## config.mk

```make
export PLATFORM = sky130hd
export DESIGN_NAME = trap_capture
export DESIGN_NICKNAME = d
export VERILOG_FILES = /design/src/rtl/trap_cap_pkg.sv /design/src/rtl/fetch_fault_eval.sv /design/src/rtl/lsu_fault_eval.sv /design/src/rtl/trap_select.sv /design/src/rtl/bad_addr_file.sv /design/src/rtl/trap_capture.sv
export SDC_FILE = /design/constraint.sdc
export NUM_CORES = 1
export LEC_CHECK = 0
export ABC_AREA = 1
export BUFFER_PORTS_ARGS = -buffer_cell sky130_fd_sc_hd__buf_2
export CAP_MARGIN = 20
export CORE_MARGIN = 5
export CORE_UTILIZATION = 54
export CTS_CLUSTER_DIAMETER = 100
export DETAILED_ROUTE_END_ITERATION = 6
export GPL_TIMING_DRIVEN = 0
export MAX_ROUTING_LAYER = met4
export PLACE_DENSITY_LB_ADDON = 0.05
export SLEW_MARGIN = 10
export SYNTH_ARGS = -nofsm -noshare
export SYNTH_HDL_FRONTEND = slang
export SYNTH_SLANG_ARGS = --single-unit
```

## constraint.sdc

```tcl
create_clock -name clk -period 2 [get_ports clk]
set_clock_uncertainty 0.05 [all_clocks]
set_input_delay 0.1 -clock clk [delete_from_list [all_inputs] [get_ports clk]]
set_output_delay 0.1 -clock clk [all_outputs]
set_load 0.005 [all_outputs]
```

## src/rtl/trap_cap_pkg.sv

```systemverilog
package trap_cap_pkg;
  localparam int CAUSE_W = 4;
  localparam int NSRC    = 4;
  localparam int NPRIV   = 2;
  // source slots, index 0 has the highest priority
  localparam int SRC_LSU   = 0;
  localparam int SRC_CSR   = 1;
  localparam int SRC_DEC   = 2;
  localparam int SRC_FETCH = 3;

  typedef enum logic [CAUSE_W-1:0] {
    EXC_IACCESS  = 4'd1,
    EXC_ILLEGAL  = 4'd2,
    EXC_LD_MIS   = 4'd4,
    EXC_LD_ACC   = 4'd5,
    EXC_ST_MIS   = 4'd6,
    EXC_ST_ACC   = 4'd7,
    EXC_IPAGE    = 4'd12,
    EXC_LD_PAGE  = 4'd13,
    EXC_ST_PAGE  = 4'd15
  } exc_code_e;
endpackage

```

## src/rtl/fetch_fault_eval.sv

```systemverilog
module fetch_fault_eval
  import trap_cap_pkg::*;
#(
  parameter int XLEN = 32
) (
  input  logic                fetch_valid,
  input  logic [XLEN-1:0]     fetch_pc,
  input  logic                xf_first,
  input  logic                upper32,
  input  logic                xf_second,
  input  logic                access_fault,
  output logic                req,
  output logic [CAUSE_W-1:0]  cause,
  output logic [XLEN-1:0]     value
);
  localparam logic [XLEN-1:0] HALF = XLEN'(2);

  logic [XLEN-1:0] first_addr;
  logic [XLEN-1:0] second_addr;
  logic            straddle;

  assign straddle    = fetch_pc[1];
  assign first_addr  = straddle ? fetch_pc - HALF : fetch_pc;
  assign second_addr = fetch_pc + HALF;

  always_comb begin
    req   = 1'b0;
    cause = EXC_IPAGE;
    value = '0;
    if (fetch_valid) begin
      if (xf_first) begin
        req   = 1'b1;
        value = first_addr;
      end else if (straddle && upper32 && xf_second) begin
        req   = 1'b1;
        value = second_addr;
      end else if (access_fault) begin
        req   = 1'b1;
        cause = EXC_IACCESS;
      end
    end
  end
endmodule

```

## src/rtl/lsu_fault_eval.sv

```systemverilog
module lsu_fault_eval
  import trap_cap_pkg::*;
#(
  parameter int XLEN   = 32,
  parameter int SIZE_W = 2
) (
  input  logic                lsu_valid,
  input  logic                lsu_store,
  input  logic [SIZE_W-1:0]   lsu_size,
  input  logic [XLEN-1:0]     lsu_addr,
  input  logic                lsu_xf,
  input  logic                lsu_af,
  output logic                req,
  output logic [CAUSE_W-1:0]  cause,
  output logic [XLEN-1:0]     value
);
  localparam logic [XLEN-1:0] ONE = XLEN'(1);

  logic [XLEN-1:0] low_mask;
  logic            misaligned;

  assign low_mask   = (ONE << lsu_size) - ONE;
  assign misaligned = |(lsu_addr & low_mask);
  assign value      = lsu_addr;

  // ordered checks: alignment, translation, access
  always_comb begin
    req   = lsu_valid;
    cause = lsu_store ? EXC_ST_MIS : EXC_LD_MIS;
    if (!misaligned) begin
      if (lsu_xf)      cause = lsu_store ? EXC_ST_PAGE : EXC_LD_PAGE;
      else if (lsu_af) cause = lsu_store ? EXC_ST_ACC : EXC_LD_ACC;
      else             req   = 1'b0;
    end
  end
endmodule

```

## src/rtl/trap_select.sv

```systemverilog
module trap_select
  import trap_cap_pkg::*;
#(
  parameter int XLEN  = 32,
  parameter int NREQ  = NSRC
) (
  input  logic [NREQ-1:0]              req,
  input  logic [NREQ-1:0][CAUSE_W-1:0] cause,
  input  logic [NREQ-1:0][XLEN-1:0]    value,
  output logic                         any,
  output logic [CAUSE_W-1:0]           sel_cause,
  output logic [XLEN-1:0]              sel_value
);
  always_comb begin
    any       = 1'b0;
    sel_cause = '0;
    sel_value = '0;
    // walk from lowest priority so slot 0 lands last
    for (int i = NREQ - 1; i >= 0; i--) begin
      if (req[i]) begin
        any       = 1'b1;
        sel_cause = cause[i];
        sel_value = value[i];
      end
    end
  end
endmodule

```

## src/rtl/bad_addr_file.sv

```systemverilog
module bad_addr_file
  import trap_cap_pkg::*;
#(
  parameter int                 XLEN   = 32,
  parameter int                 CSR_AW = 12,
  parameter logic [CSR_AW-1:0]  M_ADDR = 12'h343,
  parameter logic [CSR_AW-1:0]  S_ADDR = 12'h143
) (
  input  logic               clk,
  input  logic               rst,
  input  logic               wr_en,
  input  logic               wr_priv,
  input  logic [XLEN-1:0]    wr_data,
  input  logic [CSR_AW-1:0]  rd_addr,
  output logic [XLEN-1:0]    rd_data
);
  logic [NPRIV-1:0][XLEN-1:0] bad_q;

  always_ff @(posedge clk) begin
    for (int p = 0; p < NPRIV; p++) begin
      if (rst) bad_q[p] <= '0;
      else if (wr_en && (int'(wr_priv) == p)) bad_q[p] <= wr_data;
    end
  end

  always_ff @(posedge clk) begin
    if (rst)                  rd_data <= '0;
    else if (rd_addr == M_ADDR) rd_data <= bad_q[0];
    else if (rd_addr == S_ADDR) rd_data <= bad_q[1];
    else                      rd_data <= '0;
  end
endmodule

```

## src/rtl/trap_capture.sv

```systemverilog
module trap_capture
  import trap_cap_pkg::*;
#(
  parameter int                 XLEN   = 32,
  parameter int                 SIZE_W = 2,
  parameter int                 CSR_AW = 12,
  parameter logic [CSR_AW-1:0]  M_ADDR = 12'h343,
  parameter logic [CSR_AW-1:0]  S_ADDR = 12'h143
) (
  input  logic               clk,
  input  logic               rst,
  input  logic               fetch_valid,
  input  logic [XLEN-1:0]    fetch_pc,
  input  logic               fetch_xf_first,
  input  logic               fetch_upper32,
  input  logic               fetch_xf_second,
  input  logic               fetch_access_fault,
  input  logic               dec_illegal,
  input  logic [XLEN-1:0]    dec_instr,
  input  logic               csr_illegal,
  input  logic               lsu_valid,
  input  logic               lsu_store,
  input  logic [SIZE_W-1:0]  lsu_size,
  input  logic [XLEN-1:0]    lsu_addr,
  input  logic               lsu_xf,
  input  logic               lsu_af,
  input  logic               trap_to_s,
  output logic               trap_taken,
  output logic [CAUSE_W-1:0] trap_cause,
  output logic [XLEN-1:0]    trap_value,
  input  logic [CSR_AW-1:0]  rd_addr,
  output logic [XLEN-1:0]    rd_data
);
  logic [NSRC-1:0]              src_req;
  logic [NSRC-1:0][CAUSE_W-1:0] src_cause;
  logic [NSRC-1:0][XLEN-1:0]    src_value;
  logic                         hit;
  logic [CAUSE_W-1:0]           hit_cause;
  logic [XLEN-1:0]              hit_value;

  lsu_fault_eval #(.XLEN(XLEN), .SIZE_W(SIZE_W)) u_lsu (
    .lsu_valid (lsu_valid), .lsu_store (lsu_store), .lsu_size (lsu_size),
    .lsu_addr  (lsu_addr),  .lsu_xf    (lsu_xf),    .lsu_af   (lsu_af),
    .req (src_req[SRC_LSU]), .cause (src_cause[SRC_LSU]), .value (src_value[SRC_LSU])
  );

  assign src_req[SRC_CSR]   = csr_illegal;
  assign src_cause[SRC_CSR] = EXC_ILLEGAL;
  assign src_value[SRC_CSR] = '0;

  assign src_req[SRC_DEC]   = dec_illegal;
  assign src_cause[SRC_DEC] = EXC_ILLEGAL;
  assign src_value[SRC_DEC] = dec_instr;

  fetch_fault_eval #(.XLEN(XLEN)) u_fetch (
    .fetch_valid (fetch_valid), .fetch_pc (fetch_pc),
    .xf_first (fetch_xf_first), .upper32 (fetch_upper32),
    .xf_second (fetch_xf_second), .access_fault (fetch_access_fault),
    .req (src_req[SRC_FETCH]), .cause (src_cause[SRC_FETCH]), .value (src_value[SRC_FETCH])
  );

  trap_select #(.XLEN(XLEN), .NREQ(NSRC)) u_sel (
    .req (src_req), .cause (src_cause), .value (src_value),
    .any (hit), .sel_cause (hit_cause), .sel_value (hit_value)
  );

  always_ff @(posedge clk) begin
    if (rst) begin
      trap_taken <= 1'b0;
      trap_cause <= '0;
      trap_value <= '0;
    end else begin
      trap_taken <= hit;
      if (hit) begin
        trap_cause <= hit_cause;
        trap_value <= hit_value;
      end
    end
  end

  bad_addr_file #(.XLEN(XLEN), .CSR_AW(CSR_AW), .M_ADDR(M_ADDR), .S_ADDR(S_ADDR)) u_bad (
    .clk (clk), .rst (rst), .wr_en (hit), .wr_priv (trap_to_s), .wr_data (hit_value),
    .rd_addr (rd_addr), .rd_data (rd_data)
  );
endmodule

```

* After elaboration in Yosys (flattened, before gate mapping)
Cells that the tools add are included.
** Word-level totals
- Register bits :: 133
- Output and inout port bits :: 69
- Word-level logic and storage cells :: 54
** Cells by class
- $add $sub $neg :: 3
- Equality and inequality tests :: 2
- Shifts and indexed selects :: 1
- Multiplexer cells :: 35
- Bitwise operators :: 2
- Reduce and logical (&&, ||, !) cells :: 5
** Operators by type and width (number)
- 32-bit 2-to-1 mux :: 10
- 4-bit 2-to-1 mux :: 11
- 32-bit by 2-bit adder with 32-bit output, second input constant :: 1
- 32-bit bitwise AND :: 1
- 32-bit OR reduction :: 1
- 1-bit by 2-bit << shifter with 32-bit output, first input constant :: 1
- 32-bit by 1-bit subtractor with 32-bit output, second input constant :: 1
- 32-bit by 2-bit subtractor with 32-bit output, second input constant :: 1
- 12-bit by 10-bit equality test with 1-bit output, second input constant :: 1
- 12-bit by 9-bit equality test with 1-bit output, second input constant :: 1
- 1-bit 2-to-1 mux :: 11
- 2-bit 2-to-1 mux :: 3
- 1-bit logical AND :: 4
- 1-bit inverter :: 1

* Longest topological paths before layout
Gate-level depths: netlist (run 1).
- Depth in word-level cells :: 10
- Gate-level depth with buffers :: 17
- Mapped depth without buffers :: 17

* By module
From an unflattened synthesis (run 1), not the netlist that was laid out.
** Unflattened totals
- Cell total of the unflattened synthesis :: 1444
- Area total of the unflattened synthesis :: 8967.4 µm²
** Modules (own cells, without submodules)
- bad_addr_file :: times used 1, cells an instance 438, area each 3518.4 µm²
- fetch_fault_eval :: times used 1, cells an instance 368, area each 1757.9 µm²
- trap_select :: times used 1, cells an instance 319, area each 1645.3 µm²
- trap_capture :: times used 1, cells an instance 233, area each 1555.2 µm²
- lsu_fault_eval :: times used 1, cells an instance 86, area each 490.5 µm²

* Worst setup path after synthesis (run 1)
Ideal clock, no wire load.
- Kind :: input to register
- Start point :: in lsu_size[1]
- End point :: reg u_bad.bad_q[43] in the netlist's numbering
- Library setup time :: 109 ps
- Arrival :: 1515 ps
- Data required time :: 1841 ps
- Slack :: 325 ps
- Cell stages on the path :: 14
- Buffers on the path :: 1
- Path through :: inv_1 > nand2_1 > ha_1 > o21ai_2 > a31oi_4 > nand3_1 > nand2_2 > nand2_4 > nand2_4 > inv_2 > buf_2 > nand3_1 > nand2_1 > inv_1
** On the way
- Word-level cells in the longest chain between the ends :: 7
- Elaborated cells between the ends (all ways) :: 8
- Classes of those cells :: 1 x add/sub; 1 x shift; 3 x mux; 1 x bitwise; 2 x reduce/logical
** Ends and longest elaborated chain
- start: declaration :: line trap_capture.sv:23 : input logic [SIZE_W-1:0] lsu_size,
- 1-bit by 2-bit << shifter with 32-bit output * :: line lsu_fault_eval.sv:22 : assign low_mask = (ONE << lsu_size) - ONE;
- 32-bit by 1-bit subtractor with 32-bit output * :: line lsu_fault_eval.sv:22
- 32-bit bitwise AND * :: line lsu_fault_eval.sv:23 : assign misaligned = |(lsu_addr & low_mask);
- 32-bit OR reduction * :: line lsu_fault_eval.sv:23
- 1-bit 2-to-1 mux * :: line lsu_fault_eval.sv:30 : if (!misaligned) begin
- 1-bit 2-to-1 mux :: line trap_select.sv:20 : if (req[i]) begin
- 1-bit logical AND :: line bad_addr_file.sv:22 : else if (wr_en && (int'(wr_priv) == p)) bad_q[p] <= wr_data;
- end: declaration :: line bad_addr_file.sv:17 : logic [NPRIV-1:0][XLEN-1:0] bad_q;
Mark *: on every way between the ends. The rest lies on a longest branch, timed or not.
A chain may end at the register's enable or synchronous reset.

* Final worst setup path (run 1)
- Start point :: in lsu_addr[12]
- End point :: reg u_bad.bad_q[15] in the netlist's numbering
** On the way
- Word-level cells in the longest chain between the ends :: 5
- Elaborated cells between the ends (all ways) :: 6
- Classes of those cells :: 3 x mux; 1 x bitwise; 2 x reduce/logical
** Ends and longest elaborated chain
- start: declaration :: line trap_capture.sv:24 : input logic [XLEN-1:0] lsu_addr,
- 32-bit bitwise AND * :: line lsu_fault_eval.sv:23
- 32-bit OR reduction * :: line lsu_fault_eval.sv:23
- 1-bit 2-to-1 mux * :: line lsu_fault_eval.sv:30
- 1-bit 2-to-1 mux :: line trap_select.sv:20
- 1-bit logical AND :: line bad_addr_file.sv:22
Marks and branches as above.

==> impl_metrics.yaml, run 1 <==
placed_design:
  placed_cell_area_mm2: 0.008771
  pre_cts_slack_ps: -234.9
  gp_congestion: 1.049
  io_buffers: 188
  dp_hpwl_um: 20090
critical_path:
  rr_worst_depth: 4
  end_kind: "flop"
  timing.rr.start: "u_bad.bad_q[12]"
  cp_common_cell: "nand2_1"
  crit_chain: "dlygate4sd3_1, buf_2, nor2_1, nand4_1, nand3_1, nand2_1, nand2_1, nand2_2, nor2_4, buf_4, nand2_1, nand3_1, nand2_1, inv_1"
  path_class: "input port to flop"
  reg2reg_to: "u_bad.rd_data[12]"
  regToRegSetupSlack_ps: 1130
  cp_max_fo: 10
  worstPathArrival_ps: 2200
  critical-path-slowest-cell: "dlygate4sd3_1"
  crit_path_max_incr_delay_ps: 530
  crit_required_ps: 2320
  start_kind: "input port"
power_and_ir_drop:
  finalPower_mw: 7.064
  p_leak_nw: 5.050
  power_density_mw_per_mm2: 736.5
  peakVddDrop_uv: 524.9
clock_tree:
  clk_pin_slew_worst_paths_ps: 60
  clock-root-buffer: "clkbuf_16"
  clock_sink_count: 133
  cts_tree: "yes"
  numCtsBuffers: 17
  clock_path_buffers: 2
  clk-insertion-delay-late_ps: 420
  htreeDepth: 4
logic_synthesis:
  yosysTopAreaCell: "dfxtp_1"
  synthTopCellsByArea: "dfxtp_1 (35%), nand2_1 (18%), inv_1 (11%)"
  syn_inst: 1267
  ys_warn_count: 0
  syn_avg_cell_area_um2: 6.002
  syn_area_mm2: 0.007605
  synth.yosys.seq_area_share_pct: 35.01
  netlist.area_leader.share_pct: 35.01
  syn-num-nets: 1396
  ys_ff_latch: 133
  synthDistinctLibCells: 37
global_route:
  use_met3_pct: 5.853
  grt_use_total_pct: 31.96
  grt_pass1_wl_um: 40300
  grt.overflow.total: 0
  use_met2_pct: 50.49
  top_usage_layer: "met2"
  antenna_found_initial: 0
  grt_use_met1_pct: 40.19
  first_global_vias: 8058
  grt_max_degree: 17
routing:
  vias_per_cell: 5.204
  first_pass_iters: 6
  vias: 8795
  wl_per_cell_um: 15.39
  drt_iter0_markers: 934
  antenna_left: 0
  wl_um: 26010
  drcViolationCount: 0
cells_and_area:
  fillers: 1254
  fin_util_pct: 69.37
  area_delta_synth_final_pct: 26.13
  diodes: 0
  drive_gt1_share_pct: 18.01
  fin_area_mm2: 0.009592
  nets: 1626
sta:
  finalCritPeriodShare_pct: 94.27
  layout_min_cycle_time_ps: 1885
  fmax_mhz: 530.4
  maxSlewHeadroom_pct: 55.19
  worst_pin_slew_ps: 672.2
  hold_ws_ps: 15.23
  hold_viol: 0
  layout_setup_ws_ps: 114.6
  setup_viol: 0
  maxSlewViolCount: 0
  rsz0062_at_grt: "yes"
floorplanning:
  initial_core_util_pct: 55.00
  fp.dieH_um: 128.7
  rows: 43
  io_pins: 193
  core_area_mm2: 0.01383
  dieArea_mm2: 0.01656
  die_x_um: 128.7
hold_path:
  worstHoldEndpoint: "trap_value[16]"
  worstHoldPathType: "input port to flop"
  min-delay-start: "lsu_addr[16]"
  worstHoldPathCells: 5
run_status:
  status: "completed"
job:
  cap_violations: 0
==> synth_stat cells <==
cell and number:
nand2_1 367, inv_1 220, nor2_1 163, dfxtp_1 133
nand3_1 114, a21oi_1 62, o21ai_0 46, o22ai_1 32
clkbuf_1 25, o21ai_1 16, buf_2 15, nor3_1 11
nand4_1 10, buf_4 9, inv_2 6, ha_1 5
nor2_2 4, nor2_4 4, nand2_2 3, nand2_4 3
buf_1 2, nand3b_1 2, a22o_1 1, a2bb2oi_1 1
a31oi_4 1, buf_6 1, clkinv_1 1, nand3_2 1
nand3_4 1, nor3_2 1, nor3b_2 1, nor4_1 1
o21ai_2 1, o21bai_1 1, o31ai_1 1, o41ai_1 1
xnor2_1 1
==> final cells by class <==
class | instances | area [um2] | share of cell area, %
multi-input combinational | 855 | 3842 | 40.06
sequential | 133 | 2663 | 27.76
inverter | 227 | 852.1 | 8.883
timing repair buffer | 211 | 1169 | 12.18
clock buffer | 21 | 470.5 | 4.905
clock inverter | 11 | 100.1 | 1.044
tap | 180 | 225.2 | 2.348
buffer | 52 | 270.3 | 2.818
==> sequential cells by signal, indices dropped and copies added, names as in the netlist <==
name,flops
trap_cause,4
trap_taken,1
trap_value,32
u_bad.bad_q,64
u_bad.rd_data,32
==> cell families (layout without fill, tap and decap cells) <==
kind of cell | Yosys count | count (layout) | synth area share [%]
flip-flops | 133 | 133 | 35.01
AND/OR/NAND/NOR | 686 | 686 | 37.76
adder cells (fa/ha/maj) | 5 | 5 | 0.8226
XOR/XNOR | 1 | 1 | 0.1152
AO/OA/AOI/OAI | 163 | 163 | 11.73
buffers and inverters | 279 | 522 | 14.56
==> cell usage in the layout (no fill, tap or decap), types with 2 or more instances in the layout <==
master           n
o21ai_0         45
nor2_1         163
clkbuf_4         6
dlygate4sd3_1   22
buf_1            2
clkbuf_8         3
nand3b_1         2
nand2_4          3
nand2_2          4
clkinv_2         4
nor2_2           3
clkinv_4         2
inv_2            6
nand2_1        366
ha_1             5
clkbuf_1        26
inv_1          220
nand4_1         10
o21ai_1         17
nand3_1        114
o22ai_1         32
buf_4           10
a21oi_1         62
clkbuf_16       17
nor2_4           5
inv_6            2
buf_2          197
dfxtp_1        133
clkinvlp_4       2
nor3_1          11
==> metrics by stage <==
step / instances / setup TNS [ps]
after CTS: 1689 / 0
after global placement: 1635 / -7095
final: 1690 / 0
after detailed placement: 1635 / -8539
after floorplan: 1267 / 0
after global routing: 1690 / -28.73
==> power breakdown <==
group / total, mW / leakage, nW / switching, mW / internal (mW)
clock: 2.99 / 0.280 / 1.18 / 1.81
combinational: 1.19 / 3.68 / 0.757 / 0.433
sequential: 2.88 / 1.09 / 0.0722 / 2.81
==> worst max-delay path, delay by kind of cell <==
kind / cells / cell delay [ps]
buffers and inverters: 4 / 930
AND/OR/NAND/NOR: 10 / 1190
==> worst max-delay path by stage <==
stage	startpoint	cells past startpoint	end	slack, ps
final	lsu_addr[12]	14	u_bad.bad_q[15]	110
after global routing	lsu_addr[14]	14	u_bad.bad_q[13]	-10
after CTS	lsu_addr[12]	13	u_bad.bad_q[58]	110
after detailed placement	fetch_pc[1]	16	trap_value[19]	-230
after global placement	fetch_pc[1]	16	u_bad.bad_q[19]	-220
after floorplan	lsu_size[1]	14	u_bad.bad_q[43]	330
==> repair_timing <==
action                     CTS  global route
setup buffers                0             1
setup endpoints to repair    0            28
resized for setup            0             9
hold buffers                22             0
hold endpoints to repair    39             0
==> layer usage <==
metal  wire [um]  vias to the layer above
met2       11910                      448
li1            -                     4389
met4        1064                        0
met3        2379                       78
met5           0                        -
met1       10650                     3880
(Power assumes the default switching activity.)
==> inputs of run 2 (changes only) <==
--- a/config.mk
+++ b/config.mk
@@ -15,6 +15,7 @@
 export GPL_TIMING_DRIVEN = 0
 export MAX_ROUTING_LAYER = met4
 export PLACE_DENSITY_LB_ADDON = 0.05
+export RECOVER_POWER = 100
 export SLEW_MARGIN = 10
 export SYNTH_ARGS = -nofsm -noshare
 export SYNTH_HDL_FRONTEND = slang
==> impl_metrics.yaml, run 2 (synthesis results as in run 1) <==
power_and_ir_drop:
  power_density_mw_per_mm2: 739.1
  peakVddDrop_uv: 526.5
  p_leak_nw: 4.918
clock_tree:
  cts_tree: "yes"
  clk_pin_slew_worst_paths_ps: 60
  clk-insertion-delay-late_ps: 420
  clock-root-buffer: "clkbuf_16"
  numCtsBuffers: 17
  htreeDepth: 4
  clock_sink_count: 133
  clock_path_buffers: 2
cells_and_area:
  largest_register_ffs: 64
  area_delta_synth_final_pct: 25.58
  nets: 1626
  top_register: "u_bad.bad_q"
  drive_gt1_share_pct: 15.83
  multi_input_area_mm2: 0.003842
  regArea_mm2: 0.002663
  final_common_cell: "nand2_1"
  diodes: 0
  reg_top3: "u_bad.bad_q x64, trap_value x32, u_bad.rd_data x32"
  layout_common_cells: "nand2_1 (366), inv_1 (220), nor2_1 (163), buf_2 (163), dfxtp_1 (133)"
  fillers: 1275
critical_path:
  timing.rr.start: "u_bad.bad_q[12]"
  crit_chain: "dlygate4sd3_1, buf_2, nor2_1, nand4_1, nand3_1, nand3_1, nand2_2, nand2_4, nand2_4, inv_2, clkbuf_4, nand3_1, nand2_1, inv_1"
  critical-path-slowest-cell: "dlygate4sd3_1"
  worstPathArrival_ps: 2160
  crit_start: "lsu_addr[14]"
  crit_path_max_incr_delay_ps: 530
  path_depth: 14
  end_kind: "flop"
  start_kind: "input port"
  critPathTopFamily: "buffers and inverters"
  path_class: "input port to flop"
  cp_common_cell: "nand3_1"
  rr_worst_depth: 4
  regToRegSetupSlack_ps: 1140
  crit_buf_inv: 5
  critical_path.endpoint: "u_bad.bad_q[21]"
  cp_max_fo: 10
  reg2reg_to: "u_bad.rd_data[12]"
  crit_required_ps: 2260
sta:
  maxSlewViolCount: 0
  layout_setup_ws_ps: 107.4
  layout_min_cycle_time_ps: 1893
  setup_viol: 0
  finalCritPeriodShare_pct: 94.63
  worst_pin_slew_ps: 635.0
  fmax_mhz: 528.4
  rsz0062_at_grt: "yes"
  hold_ws_ps: 16.84
  maxSlewHeadroom_pct: 57.67
  hold_viol: 0
routing:
  first_pass_iters: 6
  drcViolationCount: 0
  wl_um: 26100
  vias: 8805
  vias_per_cell: 5.210
  antenna_left: 0
  drt_iter0_markers: 805
  wl_per_cell_um: 15.44
floorplanning:
  dieArea_mm2: 0.01656
  initial_core_util_pct: 55.00
  die_x_um: 128.7
  io_pins: 193
  rows: 43
  core_area_mm2: 0.01383
  fp.dieH_um: 128.7
hold_path:
  worstHoldPathType: "input port to flop"
  min-delay-start: "lsu_addr[16]"
global_route:
  grt_use_total_pct: 31.96
  grt.overflow.total: 0
  first_global_vias: 8058
  grt_pass1_wl_um: 40300
  antenna_found_initial: 0
  grt_max_degree: 17
placed_design:
  io_buffers: 188
  gp_congestion: 1.049
  dp_hpwl_um: 20090
  pre_cts_slack_ps: -234.9
run_status:
  status: "completed"
job:
  cap_violations: 0
[run 2: worst min-delay path by stage]
| stage | cells past startpoint | end |
|---|---|---|
| 2_1_floorplan | 3 | trap_cause[0] |
| 3_3_place_gp | 3 | trap_cause[1] |
| 3_5_place_dp | 3 | trap_cause[1] |
| 4_1_cts | 5 | trap_value[16] |
| 5_1_grt | 5 | trap_cause[3] |
| 6_report | 5 | trap_value[16] |
[run 2: per-stage QoR]
step | instances | area (um2) | util, % | power, mW | setup TNS, ps
after floorplan | 1267 | 7605 | - | 3.593 | 0
after global placement | 1635 | 8771 | 63.43 | 4.032 | -7095
after detailed placement | 1635 | 8771 | 63.43 | 4.050 | -8539
after CTS | 1689 | 9562 | 69.15 | 7.048 | 0
after global routing | 1690 | 9550 | 69.07 | 7.347 | -29.96
final | 1690 | 9550 | 69.07 | 7.059 | 0
[run 2: worst reg2reg max path, cell delays in order (launching register included)]
cell and delay [ps]:
dfxtp_1 330, inv_1 50, o22ai_1 200, inv_1 80, nor2_1 80
[run 2: layer usage]
metal	vias up	global-route usage (%)	part of all wire (%)
li1	4384	-	-
met1	3910	40.19	41
met2	439	50.49	46
met3	72	5.853	8.8
met4	0	13.53	3.8
met5	-	-	0
[run 2: final cells by class]
class / count / area share (%)
Multi-Input combinational cell: 855 / 40.23
Sequential cell: 133 / 27.88
Timing Repair Buffer: 211 / 11.80
Inverter: 227 / 8.922
Clock buffer: 21 / 4.926
Buffer: 52 / 2.830
Tap cell: 180 / 2.358
Clock inverter: 11 / 1.048
[run 2: timing repair]
item,CTS,global route
setup endpoints to repair,0,28
hold buffers,22,0
buffers inserted,0,1
hold endpoints to repair,39,0
gates resized for setup,0,9
[run 2: report_power, final]
group | internal (mW) | total, mW | switching, mW
clock network | 1.81 | 2.99 | 1.18
logic | 0.425 | 1.18 | 0.758
registers | 2.81 | 2.88 | 0.0733
